===== config.mk =====
export PLATFORM = sky130hd
export DESIGN_NAME = axi_post_wbuf
export DESIGN_NICKNAME = d
export VERILOG_FILES = /design/src/rtl/axi_wbuf_pkg.sv /design/src/rtl/wbuf_fifo.sv /design/src/rtl/wbuf_admit.sv /design/src/rtl/wbuf_drain.sv /design/src/rtl/axi_post_wbuf.sv
export SDC_FILE = /design/constraint.sdc
export NUM_CORES = 1
export LEC_CHECK = 0
export BUFFER_PORTS_ARGS = -buffer_cell sky130_fd_sc_hd__buf_2
export CAP_MARGIN = 5
export CORE_AREA = 3 3 190 192
export DETAILED_ROUTE_END_ITERATION = 7
export DIE_AREA = 0 0 193 195
export GPL_TIMING_DRIVEN = 0
export PLACE_DENSITY_LB_ADDON = 0.15
export SLEW_MARGIN = 20
export SYNTH_ARGS = -nofsm -noshare
export SYNTH_HDL_FRONTEND = slang
export SYNTH_SLANG_ARGS = --single-unit

===== constraint.sdc =====
create_clock -name clk -period 12.5 [get_ports clk]
set_input_delay 1.25 -clock clk [delete_from_list [all_inputs] [get_ports clk]]
set_output_delay 1.25 -clock clk [all_outputs]
set_load 0.01 [all_outputs]

===== src/rtl/axi_wbuf_pkg.sv =====
package axi_wbuf_pkg;

   typedef enum logic [1:0] {
      DR_IDLE,
      DR_SEND,
      DR_WAIT
   } drain_st_e;

   localparam logic [1:0] RESP_OKAY   = 2'b00;
   localparam logic [1:0] RESP_SLVERR = 2'b10;

   // a write may be acknowledged early when either low cache bit is set
   function automatic logic post_ok(input logic [3:0] cache);
      return |cache[1:0];
   endfunction

   // collapse the four slave codes to plain success or failure
   function automatic logic [1:0] fold_resp(input logic [1:0] r);
      return r[1] ? RESP_SLVERR : RESP_OKAY;
   endfunction

endpackage


===== src/rtl/wbuf_fifo.sv =====
module wbuf_fifo #(
   parameter int WIDTH = 8,
   parameter int DEPTH = 4
) (
   input  logic             clk,
   input  logic             rst_n,
   input  logic             push,
   input  logic [WIDTH-1:0] din,
   input  logic             pop,
   output logic [WIDTH-1:0] dout,
   output logic             full,
   output logic             empty
);

   localparam int PW   = (DEPTH > 1) ? $clog2(DEPTH) : 1;
   localparam int CW   = $clog2(DEPTH + 1);
   localparam bit POW2 = (DEPTH > 1) && ((DEPTH & (DEPTH - 1)) == 0);

   logic [WIDTH-1:0] mem [DEPTH];
   logic [PW-1:0]    wp_q, rp_q, wp_nxt, rp_nxt;
   logic [CW-1:0]    cnt_q;

   generate
      if (POW2) begin : g_pow2
         assign wp_nxt = wp_q + 1'b1;
         assign rp_nxt = rp_q + 1'b1;
      end else begin : g_wrap
         assign wp_nxt = (wp_q == PW'(DEPTH - 1)) ? '0 : wp_q + 1'b1;
         assign rp_nxt = (rp_q == PW'(DEPTH - 1)) ? '0 : rp_q + 1'b1;
      end
   endgenerate

   always_ff @(posedge clk) begin
      if (push) begin
         mem[wp_q] <= din;
      end
   end

   always_ff @(posedge clk or negedge rst_n) begin
      if (!rst_n) begin
         wp_q  <= '0;
         rp_q  <= '0;
         cnt_q <= '0;
      end else begin
         if (push) begin
            wp_q <= wp_nxt;
         end
         if (pop) begin
            rp_q <= rp_nxt;
         end
         case ({push, pop})
            2'b10:   cnt_q <= cnt_q + 1'b1;
            2'b01:   cnt_q <= cnt_q - 1'b1;
            default: cnt_q <= cnt_q;
         endcase
      end
   end

   assign dout  = mem[rp_q];
   assign full  = (cnt_q == CW'(DEPTH));
   assign empty = (cnt_q == '0);

endmodule


===== src/rtl/wbuf_admit.sv =====
module wbuf_admit
   import axi_wbuf_pkg::*;
#(
   parameter int ID_W  = 4,
   parameter int ENT_W = 8
) (
   input  logic             clk,
   input  logic             rst_n,
   input  logic             s_awvalid,
   input  logic             s_wvalid,
   input  logic [3:0]       s_awcache,
   input  logic [ID_W-1:0]  s_awid,
   input  logic [ENT_W-1:0] ent_in,
   input  logic             q_full,
   output logic             s_awready,
   output logic             s_wready,
   output logic             push,
   output logic             nb_valid,
   output logic [ENT_W-1:0] nb_ent,
   input  logic             nb_done,
   input  logic [1:0]       nb_resp,
   input  logic [ID_W-1:0]  nb_id,
   output logic             s_bvalid,
   input  logic             s_bready,
   output logic [ID_W-1:0]  s_bid,
   output logic [1:0]       s_bresp
);

   logic             both, gate, accept, nb_take;
   logic             bv_q, nb_q;
   logic [ID_W-1:0]  bid_q;
   logic [1:0]       bresp_q;
   logic [ENT_W-1:0] nb_ent_q;

   assign both    = s_awvalid & s_wvalid;
   assign gate    = !q_full && !bv_q && !nb_q;
   assign accept  = both & gate;
   assign push    = accept & post_ok(s_awcache);
   assign nb_take = accept & !post_ok(s_awcache);

   assign s_awready = accept;
   assign s_wready  = accept;

   always_ff @(posedge clk or negedge rst_n) begin
      if (!rst_n) begin
         bv_q     <= 1'b0;
         bid_q    <= '0;
         bresp_q  <= RESP_OKAY;
         nb_q     <= 1'b0;
         nb_ent_q <= '0;
      end else begin
         if (push) begin
            bv_q    <= 1'b1;
            bid_q   <= s_awid;
            bresp_q <= RESP_OKAY;
         end else if (nb_done) begin
            bv_q    <= 1'b1;
            bid_q   <= nb_id;
            bresp_q <= nb_resp;
         end else if (bv_q && s_bready) begin
            bv_q <= 1'b0;
         end
         if (nb_take) begin
            nb_q     <= 1'b1;
            nb_ent_q <= ent_in;
         end else if (nb_done) begin
            nb_q <= 1'b0;
         end
      end
   end

   assign s_bvalid = bv_q;
   assign s_bid    = bid_q;
   assign s_bresp  = bresp_q;
   assign nb_valid = nb_q;
   assign nb_ent   = nb_ent_q;

endmodule


===== src/rtl/wbuf_drain.sv =====
module wbuf_drain
   import axi_wbuf_pkg::*;
#(
   parameter int ID_W   = 4,
   parameter int ADDR_W = 32,
   parameter int DATA_W = 32,
   parameter int STRB_W = 4,
   parameter int ENT_W  = 8
) (
   input  logic              clk,
   input  logic              rst_n,
   input  logic              q_empty,
   input  logic [ENT_W-1:0]  q_head,
   output logic              q_pop,
   input  logic              nb_valid,
   input  logic [ENT_W-1:0]  nb_ent,
   output logic              nb_done,
   output logic [1:0]        nb_resp,
   output logic [ID_W-1:0]   nb_id,
   output logic              cur_posted,
   output logic              m_awvalid,
   input  logic              m_awready,
   output logic [ID_W-1:0]   m_awid,
   output logic [ADDR_W-1:0] m_awaddr,
   output logic [3:0]        m_awcache,
   output logic [2:0]        m_awprot,
   output logic              m_wvalid,
   input  logic              m_wready,
   output logic [DATA_W-1:0] m_wdata,
   output logic [STRB_W-1:0] m_wstrb,
   input  logic              m_bvalid,
   output logic              m_bready,
   input  logic [ID_W-1:0]   m_bid,
   input  logic [1:0]        m_bresp
);

   drain_st_e        st_q;
   logic             posted_q, aw_done_q, w_done_q, aw_fin, w_fin;
   logic [ENT_W-1:0] cur;

   // queue head and held entry both stay stable until their response
   assign cur = posted_q ? q_head : nb_ent;
   assign {m_awid, m_awaddr, m_awcache, m_awprot, m_wdata, m_wstrb} = cur;

   assign m_awvalid = (st_q == DR_SEND) && !aw_done_q;
   assign m_wvalid  = (st_q == DR_SEND) && !w_done_q;
   assign m_bready  = (st_q == DR_WAIT);
   assign aw_fin    = aw_done_q | (m_awvalid & m_awready);
   assign w_fin     = w_done_q  | (m_wvalid & m_wready);

   always_comb begin
      q_pop   = 1'b0;
      nb_done = 1'b0;
      if (st_q == DR_WAIT && m_bvalid) begin
         if (posted_q) begin
            q_pop = 1'b1;
         end else begin
            nb_done = 1'b1;
         end
      end
   end

   assign nb_resp    = fold_resp(m_bresp);
   assign nb_id      = m_bid;
   assign cur_posted = posted_q;

   always_ff @(posedge clk or negedge rst_n) begin
      if (!rst_n) begin
         st_q      <= DR_IDLE;
         posted_q  <= 1'b1;
         aw_done_q <= 1'b0;
         w_done_q  <= 1'b0;
      end else begin
         case (st_q)
            DR_IDLE: begin
               aw_done_q <= 1'b0;
               w_done_q  <= 1'b0;
               if (!q_empty) begin
                  posted_q <= 1'b1;
                  st_q     <= DR_SEND;
               end else if (nb_valid) begin
                  posted_q <= 1'b0;
                  st_q     <= DR_SEND;
               end
            end
            DR_SEND: begin
               aw_done_q <= aw_fin;
               w_done_q  <= w_fin;
               if (aw_fin && w_fin) begin
                  st_q <= DR_WAIT;
               end
            end
            DR_WAIT: begin
               if (m_bvalid) begin
                  st_q <= DR_IDLE;
               end
            end
            default: st_q <= DR_IDLE;
         endcase
      end
   end

endmodule


===== src/rtl/axi_post_wbuf.sv =====
module axi_post_wbuf
   import axi_wbuf_pkg::*;
#(
   parameter int ADDR_W = 32,
   parameter int DATA_W = 32,
   parameter int ID_W   = 4,
   parameter int DEPTH  = 4
) (
   input  logic                clk,
   input  logic                rst_n,
   input  logic                s_awvalid,
   output logic                s_awready,
   input  logic [ID_W-1:0]     s_awid,
   input  logic [ADDR_W-1:0]   s_awaddr,
   input  logic [3:0]          s_awcache,
   input  logic [2:0]          s_awprot,
   input  logic                s_wvalid,
   output logic                s_wready,
   input  logic [DATA_W-1:0]   s_wdata,
   input  logic [DATA_W/8-1:0] s_wstrb,
   output logic                s_bvalid,
   input  logic                s_bready,
   output logic [ID_W-1:0]     s_bid,
   output logic [1:0]          s_bresp,
   input  logic                s_arvalid,
   output logic                s_arready,
   input  logic [ID_W-1:0]     s_arid,
   input  logic [ADDR_W-1:0]   s_araddr,
   input  logic [2:0]          s_arprot,
   output logic                s_rvalid,
   input  logic                s_rready,
   output logic [ID_W-1:0]     s_rid,
   output logic [DATA_W-1:0]   s_rdata,
   output logic [1:0]          s_rresp,
   output logic                m_awvalid,
   input  logic                m_awready,
   output logic [ID_W-1:0]     m_awid,
   output logic [ADDR_W-1:0]   m_awaddr,
   output logic [3:0]          m_awcache,
   output logic [2:0]          m_awprot,
   output logic [1:0]          m_awlock,
   output logic                m_wvalid,
   input  logic                m_wready,
   output logic [DATA_W-1:0]   m_wdata,
   output logic [DATA_W/8-1:0] m_wstrb,
   output logic                m_wlast,
   input  logic                m_bvalid,
   output logic                m_bready,
   input  logic [ID_W-1:0]     m_bid,
   input  logic [1:0]          m_bresp,
   output logic                m_arvalid,
   input  logic                m_arready,
   output logic [ID_W-1:0]     m_arid,
   output logic [ADDR_W-1:0]   m_araddr,
   output logic [2:0]          m_arprot,
   input  logic                m_rvalid,
   output logic                m_rready,
   input  logic [ID_W-1:0]     m_rid,
   input  logic [DATA_W-1:0]   m_rdata,
   input  logic [1:0]          m_rresp
);

   localparam int STRB_W = DATA_W / 8;
   localparam int ENT_W  = ID_W + ADDR_W + 4 + 3 + DATA_W + STRB_W;

   generate
      if (DEPTH < 1) begin : g_bad_depth
         $error("axi_post_wbuf: DEPTH must be at least 1");
      end
      if ((DATA_W % 8) != 0 || DATA_W < 8) begin : g_bad_data
         $error("axi_post_wbuf: DATA_W must be a positive multiple of 8");
      end
      if (ID_W < 1 || ADDR_W < 1) begin : g_bad_width
         $error("axi_post_wbuf: ID_W and ADDR_W must be positive");
      end
   endgenerate

   logic             push, q_pop, q_full, q_empty;
   logic             nb_valid, nb_done, cur_posted, rd_open;
   logic [1:0]       nb_resp;
   logic [ID_W-1:0]  nb_id;
   logic [ENT_W-1:0] ent_in, q_head, nb_ent;

   assign ent_in = {s_awid, s_awaddr, s_awcache, s_awprot, s_wdata, s_wstrb};

   wbuf_admit #(
      .ID_W  (ID_W),
      .ENT_W (ENT_W)
   ) u_admit (
      .clk       (clk),
      .rst_n     (rst_n),
      .s_awvalid (s_awvalid),
      .s_wvalid  (s_wvalid),
      .s_awcache (s_awcache),
      .s_awid    (s_awid),
      .ent_in    (ent_in),
      .q_full    (q_full),
      .s_awready (s_awready),
      .s_wready  (s_wready),
      .push      (push),
      .nb_valid  (nb_valid),
      .nb_ent    (nb_ent),
      .nb_done   (nb_done),
      .nb_resp   (nb_resp),
      .nb_id     (nb_id),
      .s_bvalid  (s_bvalid),
      .s_bready  (s_bready),
      .s_bid     (s_bid),
      .s_bresp   (s_bresp)
   );

   wbuf_fifo #(
      .WIDTH (ENT_W),
      .DEPTH (DEPTH)
   ) u_queue (
      .clk   (clk),
      .rst_n (rst_n),
      .push  (push),
      .din   (ent_in),
      .pop   (q_pop),
      .dout  (q_head),
      .full  (q_full),
      .empty (q_empty)
   );

   wbuf_drain #(
      .ID_W   (ID_W),
      .ADDR_W (ADDR_W),
      .DATA_W (DATA_W),
      .STRB_W (STRB_W),
      .ENT_W  (ENT_W)
   ) u_drain (
      .clk        (clk),
      .rst_n      (rst_n),
      .q_empty    (q_empty),
      .q_head     (q_head),
      .q_pop      (q_pop),
      .nb_valid   (nb_valid),
      .nb_ent     (nb_ent),
      .nb_done    (nb_done),
      .nb_resp    (nb_resp),
      .nb_id      (nb_id),
      .cur_posted (cur_posted),
      .m_awvalid  (m_awvalid),
      .m_awready  (m_awready),
      .m_awid     (m_awid),
      .m_awaddr   (m_awaddr),
      .m_awcache  (m_awcache),
      .m_awprot   (m_awprot),
      .m_wvalid   (m_wvalid),
      .m_wready   (m_wready),
      .m_wdata    (m_wdata),
      .m_wstrb    (m_wstrb),
      .m_bvalid   (m_bvalid),
      .m_bready   (m_bready),
      .m_bid      (m_bid),
      .m_bresp    (m_bresp)
   );

   assign m_awlock = 2'b00;
   assign m_wlast  = 1'b1;

   // entries leave the queue only on their slave response, so this covers in-flight writes
   assign rd_open   = q_empty && !nb_valid;
   assign m_arvalid = s_arvalid & rd_open;
   assign s_arready = m_arready & rd_open;
   assign m_arid    = s_arid;
   assign m_araddr  = s_araddr;
   assign m_arprot  = s_arprot;

   assign s_rvalid = m_rvalid;
   assign m_rready = s_rready;
   assign s_rid    = m_rid;
   assign s_rdata  = m_rdata;
   assign s_rresp  = m_rresp;

endmodule


==> results.sh, run 1 <==
export IMPL_status="finished, final reports clean"
export IMPL_start_util_pct=49.86
export IMPL_cts_path_max_buffers=3
export IMPL_clk_pin_slew_ns=0.06
export IMPL_cap_violations=0
export IMPL_numClockSinks=414
export IMPL_cts_setup_buffers=0
export IMPL_synth_top_area_share_pct=55.09
export IMPL_grt_pass1_wl_mm=56.28
export IMPL_peakVddDrop_mv=0.1452
export IMPL_port_buffers=264
export IMPL_max_stage_delay_ns=0.66
export IMPL_synth_area_um2=17220
export IMPL_route_detailed_drc=0
export IMPL_cp_max_fo=10
export IMPL_yosysMostFrequentCell="edfxtp_1"
export IMPL_crit_top_cell="buf_2"
export IMPL_dp_hpwl_mm=25.19
export IMPL_drt_iter0_markers=492
export IMPL_grt_max_degree=52
export IMPL_rsz0062_at_grt="no"
export IMPL_track_usage_pct=19.96
export IMPL_grt_overflow=0
export IMPL_die_area_um2=37640
export IMPL_clk_latency_ns=0.53
export IMPL_tns_ns=0
export IMPL_powerDensity_nw_per_um2=215.9
export IMPL_avgSynthCellArea_um2=20.36
export IMPL_hold_viol=0
export IMPL_cts_root_buffer="clkbuf_16"
export IMPL_relSlewSlack_pct=47.01
export IMPL_path_class="flop to primary output"
export IMPL_setup_violations=0
export IMPL_coreArea_um2=34540
export IMPL_vias=8695
export IMPL_die_w_um=193
export IMPL_worst_pin_slew_ns=0.7949
export IMPL_synth_area_leaders="edfxtp_1, dfrtp_1, mux4_2"
export IMPL_fmax_mhz=254.8
export IMPL_hold_buffers=0
export IMPL_row_count=68
export IMPL_htree_levels=2
export IMPL_yosys_top_cells_count="edfxtp_1, dfrtp_1, mux2_2"
export IMPL_drive_above_1_share_pct=58.13
export IMPL_wl_mm=37.56
export IMPL_whs_ns=0.4830
export IMPL_p_leak_nw=8.463
export IMPL_synth_edf_count=316
export IMPL_ant_nets=0
export IMPL_worst_setup_path_start_kind="flop"
export IMPL_ioPinCount=349
export IMPL_nets=1355
export IMPL_hold_path_class="flop to flop"
export IMPL_cts_tree="yes"
export IMPL_yosysTopAreaCell="edfxtp_1"
export IMPL_insertedDiodeCount=0
export IMPL_syn_inst=846
export IMPL_yosysSeqAreaShare_pct=69.34
export IMPL_wire_per_inst_um=22.54
export IMPL_viasPerCell=5.219
export IMPL_dieHeight_um=195
export IMPL_ys_async_sr_fraction_pct=23.67
export IMPL_critical_path_top_delay_family="buffers and inverters"
export IMPL_yosysWarnings=0
export IMPL_post_cts_resized=0
export IMPL_fillers=2505
export IMPL_gp_congestion=0.7245
export IMPL_crit_path_cell_trace="buf_2 -> buf_1 -> mux2_2 -> buf_2"
export IMPL_syn_to_final_growth_pct=22.11
export IMPL_yosys_register_bits=414
export IMPL_finalCriticalPeriod_ns=3.925
export IMPL_timing_final_crit_share_pct=31.40
export IMPL_synth_ff_type="edfxtp_1"
export IMPL_grt_pass1_vias=9208
export IMPL_synth_cell_type_count=35
export IMPL_critPathBufInv=3
export IMPL_endpoint_kind="primary output"
export IMPL_finClkSkew_ns=0.009443
export IMPL_cp_arrival_ns=2.68
export IMPL_critPathRequiredTime_ns=11.25
export IMPL_numCtsBuffers=44
export IMPL_antenna_found_initial=6
export IMPL_firstDrtPassIters=5
export IMPL_slew_viol_final=0
export IMPL_critPathSlowestCell="buf_1"
-- stage by stage --
step	area (um^2)	setup slack, ns	std cells	utilization [%]	power [mW]
after global routing	21030	8.455	1666	60.88	4.773
after CTS	21030	8.552	1666	60.88	4.609
after global placement	19120	3.520	1567	55.36	3.276
after floorplan	17230	6.846	848	-	2.807
final	21030	8.575	1666	60.88	4.540
after detailed placement	19580	8.924	1584	56.69	3.303
-- worst paths after layout --
kind | slack [ns] | end | startpoint | cells after the start
worst min register to register | 0.48 | u_queue.cnt_q[2]$_DFFE_PN0P_ | u_queue.cnt_q[2]$_DFFE_PN0P_ | 1
worst max-delay path | 8.57 | m_awaddr[10] | u_drain.cur_posted$_DFFE_PN1P_ | 4
worst max register to register | 9.78 | u_queue.mem[1][7]$_DFFE_PP_ | u_admit.nb_valid$_DFFE_PN0P_ | 7
worst min-delay path | 0.48 | u_queue.cnt_q[2]$_DFFE_PN0P_ | u_queue.cnt_q[2]$_DFFE_PN0P_ | 1
max in group asynchronous | 11.12 | u_admit.nb_ent[25]$_DFFE_PN0P_ | rst_n | 2
min in group asynchronous | 0.69 | u_admit.nb_ent[71]$_DFFE_PN0P_ | rst_n | 1
-- logic make-up after synthesis --
logic type	synth area share [%]
multiplexers	22.92
adder cells (fa/ha/maj)	0.4794
buffers and inverters	5.543
other	0.04360
AND/OR/NAND/NOR	1.046
XOR/XNOR	0.3052
AO/OA/AOI/OAI	0.3269
flip-flops	69.34
-- worst reg2reg max path, cell delays in order (launching register included) --
cell and delay [ns]:
dfrtp_1 0.43, and4bb_2 0.40, nand3b_2 0.18, buf_4 0.25, nor2_4 0.53, buf_16 0.24, buf_16 0.19, buf_12 0.20
-- where the power goes --
group	total, mW	internal [mW]	leakage [nW]	switching (mW)
combinational	1.47	0.805	3.65	0.669
sequential	1.77	1.68	4.10	0.0941
clock	1.29	0.780	0.717	0.511
-- area by class of cell --
cell class                      instances  area (um^2)  share of cell area, %
Buffer                                121        905.9                  4.307
Multi-Input combinational cell        300         4364                  20.75
Timing Repair Buffer                  281         1750                  8.323
Sequential cell                       414        11940                  56.79
Clock buffer                           63         1254                  5.961
Tap cell                              455        569.3                  2.707
Clock inverter                         19        196.4                 0.9340
Inverter                               13        48.80                 0.2320
-- flip-flops by register name (all words and copies together) (netlist names) --
signal,count
u_admit.nb_ent,79
u_drain.aw_done_q,1
u_drain.cur_posted,1
u_queue.rp_q,2
u_drain.st_q,2
u_admit.s_bresp,1
u_admit.s_bid,4
u_queue.cnt_q,3
u_queue.mem,316
u_queue.wp_q,2
u_drain.w_done_q,1
u_admit.s_bvalid,1
u_admit.nb_valid,1
-- layout by cell type (no fill, tap or decap), types with 2 or more instances in the layout --
master,synthesis,final
a21oi_1,3,3
and2_1,6,6
buf_1,4,4
buf_12,0,6
buf_16,0,11
buf_2,4,267
buf_4,85,85
buf_6,17,18
bufinv_16,0,4
clkbuf_1,11,23
clkbuf_16,0,45
clkbuf_8,0,6
clkinv_1,0,5
clkinv_2,0,8
conb_1,2,4
dfrtp_1,97,97
edfxtp_1,316,316
ha_1,5,5
inv_1,13,13
inv_6,0,2
mux2_1,2,2
mux2_2,87,87
mux2_4,77,77
mux4_2,79,79
nand2_1,4,4
nor2_1,13,9
nor2_4,0,4
xnor2_1,3,3
xor2_1,3,3
-- metal layers --
metal  GRT usage (%)  vias to the layer above  wire length, um  part of all wire [%]
met5               0                        -               60                  0.16
met4           4.152                       12              551                   1.5
li1                -                     3885                -                     -
met3           4.075                       55             2563                   6.8
met2           35.07                      301            19540                    52
met1           25.91                     4442            14840                    40
(Power assumes the default switching activity.)
==> run 2, diff against run 1 <==
Clock period 12.5 ns to 3.77 ns, I/O delays scaled along.
==> results.sh, run 2 (synthesis gave the netlist of run 1 again) <==
export IMPL_track_usage_pct=19.97
export IMPL_max_stage_delay_ns=0.65
export IMPL_hold_path_class="input port to flop"
export IMPL_design_area_um2=21040
export IMPL_cap_violations=0
export IMPL_cts_path_max_buffers=3
export IMPL_clk_pin_slew_ns=0.06
export IMPL_die_w_um=193
export IMPL_hold_depth=1
export IMPL_cts_setup_buffers=0
export IMPL_gp_congestion=0.7245
export IMPL_viasPerCell=5.243
export IMPL_ant_nets=0
export IMPL_die_area_um2=37640
export IMPL_cp_depth=4
export IMPL_grt_pass1_vias=9220
export IMPL_critPathLaunch="u_drain.cur_posted$_DFFE_PN1P_"
export IMPL_vias=8740
export IMPL_ioPinCount=349
export IMPL_ff2ff_setup_slack_ns=1.04
export IMPL_rsz0062_at_grt="no"
export IMPL_critPathSlowestCell="buf_1"
export IMPL_critPathRequiredTime_ns=3.39
export IMPL_setup_violations=0
export IMPL_route_detailed_drc=0
export IMPL_path_class="flop to primary output"
export IMPL_row_count=68
export IMPL_grt_overflow=0
export IMPL_relSlewSlack_pct=47.38
export IMPL_finalCriticalPeriod_ns=3.055
export IMPL_grt_use_met1_pct=25.92
export IMPL_wire_per_inst_um=22.60
export IMPL_cp_max_fo=10
export IMPL_start_util_pct=49.86
export IMPL_numCtsBuffers=44
export IMPL_crit_path_cell_trace="buf_2 -> buf_1 -> mux2_2 -> buf_2"
export IMPL_htree_levels=2
export IMPL_numClockSinks=414
export IMPL_r2r_start="u_admit.nb_valid$_DFFE_PN0P_"
export IMPL_critical_path_top_delay_family="buffers and inverters"
export IMPL_powerDensity_nw_per_um2=715.5
export IMPL_status="finished, final reports clean"
export IMPL_cts_tree="yes"
export IMPL_fmax_mhz=327.3
export IMPL_endpoint="m_awaddr[10]"
export IMPL_timing_final_crit_share_pct=81.03
export IMPL_hold_viol=0
export IMPL_insertedDiodeCount=0
export IMPL_port_buffers=264
export IMPL_cp_arrival_ns=2.68
export IMPL_cts_root_buffer="clkbuf_16"
export IMPL_worst_pin_slew_ns=0.7893
export IMPL_coreArea_um2=34540
export IMPL_dieHeight_um=195
export IMPL_reg2reg_depth=7
export IMPL_antenna_found_initial=6
export IMPL_layout_common_cells="edfxtp_1, buf_2, dfrtp_1"
export IMPL_busiest_layer="met2"
export IMPL_post_cts_resized=0
export IMPL_largest_register="u_queue.mem"
export IMPL_met3_usage_pct=4.075
export IMPL_mostFrequentLayoutCell="edfxtp_1"
export IMPL_drt_iter0_markers=489
export IMPL_dp_hpwl_mm=25.19
export IMPL_critPathBufInv=3
export IMPL_fillers=2503
export IMPL_drive_above_1_share_pct=58.09
export IMPL_grt_pass1_wl_mm=56.32
export IMPL_worst_setup_path_start_kind="flop"
export IMPL_finClkSkew_ns=0.01070
export IMPL_use_met2_pct=35.09
export IMPL_crit_top_cell="buf_2"
export IMPL_whs_ns=0.06695
export IMPL_p_leak_nw=8.467
export IMPL_peakVddDrop_mv=0.4813
export IMPL_wl_mm=37.67
export IMPL_firstDrtPassIters=4
export IMPL_largest_reg_flops=316
export IMPL_dpl_cell_area_um2=19580
export IMPL_nets=1356
export IMPL_grt_max_degree=52
export IMPL_syn_to_final_growth_pct=22.16
export IMPL_r2r_end="u_queue.mem[1][7]$_DFFE_PP_"
export IMPL_clk_latency_ns=0.54
export IMPL_slew_viol_final=0
export IMPL_endpoint_kind="primary output"
## run 2: timing repair
| item | in CTS | in global routing |
|---|---|---|
| hold buffers | 1 | 0 |
| endpoints found under the setup margin | 0 | 0 |
| endpoints found under the hold margin | 49 | 0 |
## run 2: per-layer routing
| metal | vias to the layer above | share of wire [%] |
|---|---|---|
| met5 | - | 0.16 |
| met4 | 12 | 1.4 |
| met3 | 51 | 6.6 |
| met2 | 303 | 52 |
| met1 | 4482 | 40 |
| li1 | 3892 | - |
## run 2: power breakdown
| group | switching (mW) | internal, mW | leakage [nW] |
|---|---|---|---|
| Combinational | 2.22 | 2.67 | 3.65 |
| Clock | 1.70 | 2.59 | 0.717 |
| Sequential | 0.312 | 5.57 | 4.10 |
## run 2: area by class of cell
| class | count | area, um^2 | area share (%) |
|---|---|---|---|
| buffer | 121 | 905.9 | 4.305 |
| tap | 455 | 569.3 | 2.706 |
| clock buffer | 63 | 1254 | 5.958 |
| timing repair buffer | 282 | 1760 | 8.367 |
| multi-input combinational | 300 | 4364 | 20.74 |
| inverter | 13 | 48.80 | 0.2319 |
| clock inverter | 19 | 196.4 | 0.9336 |
| sequential | 414 | 11940 | 56.76 |
## run 2: worst min path at each step
stage	start	to
4_1_cts	s_wdata[9]	u_queue.mem[3][13]$_DFFE_PP_
3_5_place_dp	rst_n	u_admit.nb_ent[63]$_DFFE_PN0P_
2_1_floorplan	rst_n	u_admit.nb_ent[0]$_DFFE_PN0P_
5_1_grt	s_wdata[1]	u_queue.mem[3][5]$_DFFE_PP_
3_3_place_gp	u_queue.cnt_q[2]$_DFFE_PN0P_	u_queue.cnt_q[2]$_DFFE_PN0P_
6_report	s_wdata[22]	u_queue.mem[3][26]$_DFFE_PP_
## run 2: through the flow
stage	std cells	total power [mW]	utilization, %	TNS [ns]	worst slack [ns]
3_5_place_dp	1584	10.95	56.69	0	1.026
5_1_grt	1667	15.83	60.91	0	0.5982
3_3_place_gp	1567	10.86	55.36	-1358.03	-4.382
4_1_cts	1667	15.28	60.91	0	0.6954
2_1_floorplan	848	9.307	-	-352.94	-1.117
6_report	1667	15.06	60.91	0	0.7151
==> run 3, diff against run 2 <==
Settings changed: ABC_AREA set to 1, CORE_AREA 3 3 190 192 to 3 3 193 195, DIE_AREA 0 0 193 195 to 0 0 196 198.
Clock period 3.77 ns to 2.8 ns, I/O delays scaled along.
==> results.sh, run 3 <==
export IMPL_status="finished, final reports clean"
export IMPL_yosysMostFrequentCell="nor2_1"
export IMPL_largest_register="u_queue.mem"
export IMPL_yosysTopAreaCell="edfxtp_1"
export IMPL_drt_iter0_markers=845
export IMPL_numCtsBuffers=44
export IMPL_ant_nets=0
export IMPL_peakVddDrop_mv=0.6355
export IMPL_wire_per_inst_um=18.57
export IMPL_synth_edf_count=316
export IMPL_layout_common_cells="nor2_1, edfxtp_1, buf_2"
export IMPL_setup_violations=0
export IMPL_grt_pass1_vias=12501
export IMPL_finClkSkew_ns=0.01562
export IMPL_dp_hpwl_mm=31.45
export IMPL_crit_path_cell_trace="inv_2 -> buf_4 -> buf_4 -> nor2_1 -> nor2_1 -> nor2_1 -> a21oi_1 -> buf_2"
export IMPL_numClockSinks=414
export IMPL_p_switching_mw=7.797
export IMPL_dieHeight_um=198
export IMPL_crit_top_cell="nor2_1"
export IMPL_die_w_um=196
export IMPL_fillers=2857
export IMPL_endpoint_kind="primary output"
export IMPL_critPathBufInv=4
export IMPL_row_count=69
export IMPL_firstDrtPassIters=5
export IMPL_cp_arrival_ns=2.47
export IMPL_worst_setup_path_start_kind="flop"
export IMPL_grt_max_degree=54
export IMPL_grt_overflow=0
export IMPL_powerDensity_nw_per_um2=956.0
export IMPL_grt_pass1_wl_mm=71.14
export IMPL_cts_root_buffer="clkbuf_16"
export IMPL_critical_path_top_delay_family="buffers and inverters"
export IMPL_final_cell_count_no_fill=2550
export IMPL_die_area_um2=38810
export IMPL_avgSynthCellArea_um2=10.86
export IMPL_hold_path_class="input port to flop"
export IMPL_p_leak_nw=9.411
export IMPL_place_inst=2385
export IMPL_gp_congestion=0.7747
export IMPL_hold_viol=0
export IMPL_route_detailed_drc=0
export IMPL_drive_above_1_share_pct=26.98
export IMPL_start_util_pct=50.12
export IMPL_critPathRequiredTime_ns=2.52
export IMPL_ys_async_sr_fraction_pct=23.67
export IMPL_cts_tree="yes"
export IMPL_hold_depth=4
export IMPL_coreArea_um2=35570
export IMPL_relSlewSlack_pct=52.50
export IMPL_yosys_top_cells_count="nor2_1, edfxtp_1, o21ai_0"
export IMPL_synth_area_leaders="edfxtp_1, dfrtp_1, nor2_1"
export IMPL_track_usage_pct=23.76
export IMPL_fmax_mhz=363.1
export IMPL_clk_latency_ns=0.54
export IMPL_syn_to_final_growth_pct=25.96
export IMPL_clk_pin_slew_ns=0.06
export IMPL_path_class="flop to primary output"
export IMPL_slew_viol_final=0
export IMPL_p_int_mw=13.67
export IMPL_ff2ff_setup_slack_ns=0.25
export IMPL_synth_ff_type="edfxtp_1"
export IMPL_synth_area_um2=17830
export IMPL_antenna_found_initial=4
export IMPL_mostFrequentLayoutCell="nor2_1"
export IMPL_htree_levels=2
export IMPL_critPathSlowestCell="dfrtp_2"
export IMPL_ioPinCount=349
export IMPL_whs_ns=0.07183
export IMPL_cts_path_max_buffers=3
export IMPL_largest_reg_flops=316
export IMPL_cap_violations=0
export IMPL_worst_pin_slew_ns=0.7125
export IMPL_wl_mm=47.36
export IMPL_syn_inst=1641
export IMPL_tns_ns=0
export IMPL_r2r_end="u_queue.cnt_q[2]$_DFFE_PN0P_"
export IMPL_r2r_start="u_queue.cnt_q[0]$_DFFE_PN0P_"
export IMPL_finalCriticalPeriod_ns=2.754
export IMPL_final_util_pct=63.13
export IMPL_yosys_register_bits=414
export IMPL_vias=12869
export IMPL_hold_path_end="u_drain.st_q[1]$_DFFE_PN0P_"
export IMPL_p_comb_share_pct=36.6
export IMPL_sw_frac_of_total_pct=36.32
export IMPL_synth_top_area_share_pct=53.23
export IMPL_nets=2233
export IMPL_port_buffers=264
export IMPL_rsz0062_at_grt="no"
export IMPL_reg2reg_depth=10
export IMPL_clkPwrFrac_pct=26.4
export IMPL_p_seq_share_pct=37.0
export IMPL_min_from="m_bvalid"
export IMPL_cp_max_fo=10
export IMPL_yosysSeqAreaShare_pct=66.99
export IMPL_yosysWarnings=0
export IMPL_viasPerCell=5.047
export IMPL_synth_cell_type_count=32
export IMPL_timing_final_crit_share_pct=98.35
export IMPL_max_stage_delay_ns=0.48
## run 3: changes by cell type after synthesis, moves of 19 or more
cell,change
inv_1,+93
mux4_2,-79
nand2_1,+90
a21oi_1,+77
o21ai_0,+171
nor2_1,+480
o21ai_2,+60
mux2_4,-77
buf_2,+19
mux2_2,-87
clkbuf_1,+23
## run 3: power by group through the flow
stage	combinational, mW	clock [mW]	sequential, mW
6_report	7.85	5.67	7.95
3_5_place_dp	7.81	0	8.01
2_1_floorplan	4.74	0	7.92
5_1_grt	8.74	6.02	8.04
4_1_cts	7.96	5.76	7.89
3_3_place_gp	7.60	0	8.01
## run 3: cells by family after synthesis
logic type | after synthesis | share of synthesized area, %
flops | 414 | 66.99
fa+ha+maj | 6 | 0.4632
buf+inv | 280 | 8.647
other cells | 2 | 0.04213
compound gates | 325 | 10.42
xor+xnor | 5 | 0.2457
simple gates | 609 | 13.19
## run 3: area by class of cell
class / count / area (um^2) / share of cell area, %
Sequential cell: 414 / 11940 / 53.19
Multi-Input combinational cell: 949 / 4380 / 19.51
Timing Repair Buffer: 365 / 2566 / 11.43
Clock buffer: 62 / 1250 / 5.566
Buffer: 171 / 1162 / 5.176
Tap cell: 461 / 576.8 / 2.569
Inverter: 108 / 407.9 / 1.816
Clock inverter: 18 / 162.7 / 0.7244
Antenna cell: 2 / 5.005 / 0.02229
## run 3: per-stage QoR
stage	worst slack [ns]	total power, mW	area, um^2
after floorplan	-0.7838	12.66	17840
after global placement	-2.854	15.60	19740
after detailed placement	-0.02170	15.81	20180
after CTS	0.0009224	21.61	22410
after global routing	0.005694	22.81	22460
final	0.04613	21.47	22460
## run 3: routing by layer
layer,wire length [um],track usage (%),vias to the layer above
met5,14,0,-
li1,-,-,6211
met4,903,6.258,4
met2,23460,41.04,469
met3,3484,3.948,64
met1,19490,31.59,6121
## run 3: worst min-delay path, stage by stage
cell and delay (ns):
buf_2 0.12, inv_1 0.05, nand2_1 0.04, o21ai_0 0.07
## run 3: what timing repair did
| action | 4_1_cts | 5_1_grt |
|---|---|---|
| gates resized for setup | 9 | 16 |
| hold endpoints to repair | 355 | 0 |
| hold buffers | 79 | 0 |
| endpoints found under the setup margin | 59 | 49 |
| setup buffers | 1 | 4 |
| pin swaps | 1 | 1 |
## run 3: worst max path at each step
| stage | end | cells after the start | from | slack, ns |
|---|---|---|---|---|
| floorplan | u_queue.mem[0][0]$_DFFE_PP_ | 6 | u_admit.s_bvalid$_DFFE_PN0P_ | -0.78 |
| global placement | u_queue.mem[0][58]$_DFFE_PP_ | 6 | u_admit.s_bvalid$_DFFE_PN0P_ | -2.85 |
| detailed placement | u_queue.mem[0][58]$_DFFE_PP_ | 9 | u_admit.s_bvalid$_DFFE_PN0P_ | -0.02 |
| CTS | m_wdata[7] | 7 | u_queue.rp_q[0]$_DFFE_PN0P_ | 0.0009 |
| global route | m_wdata[22] | 6 | u_queue.rp_q[1]$_DFFE_PN0P_ | 0.006 |
| finish | m_awaddr[8] | 8 | u_queue.rp_q[0]$_DFFE_PN0P_ | 0.05 |
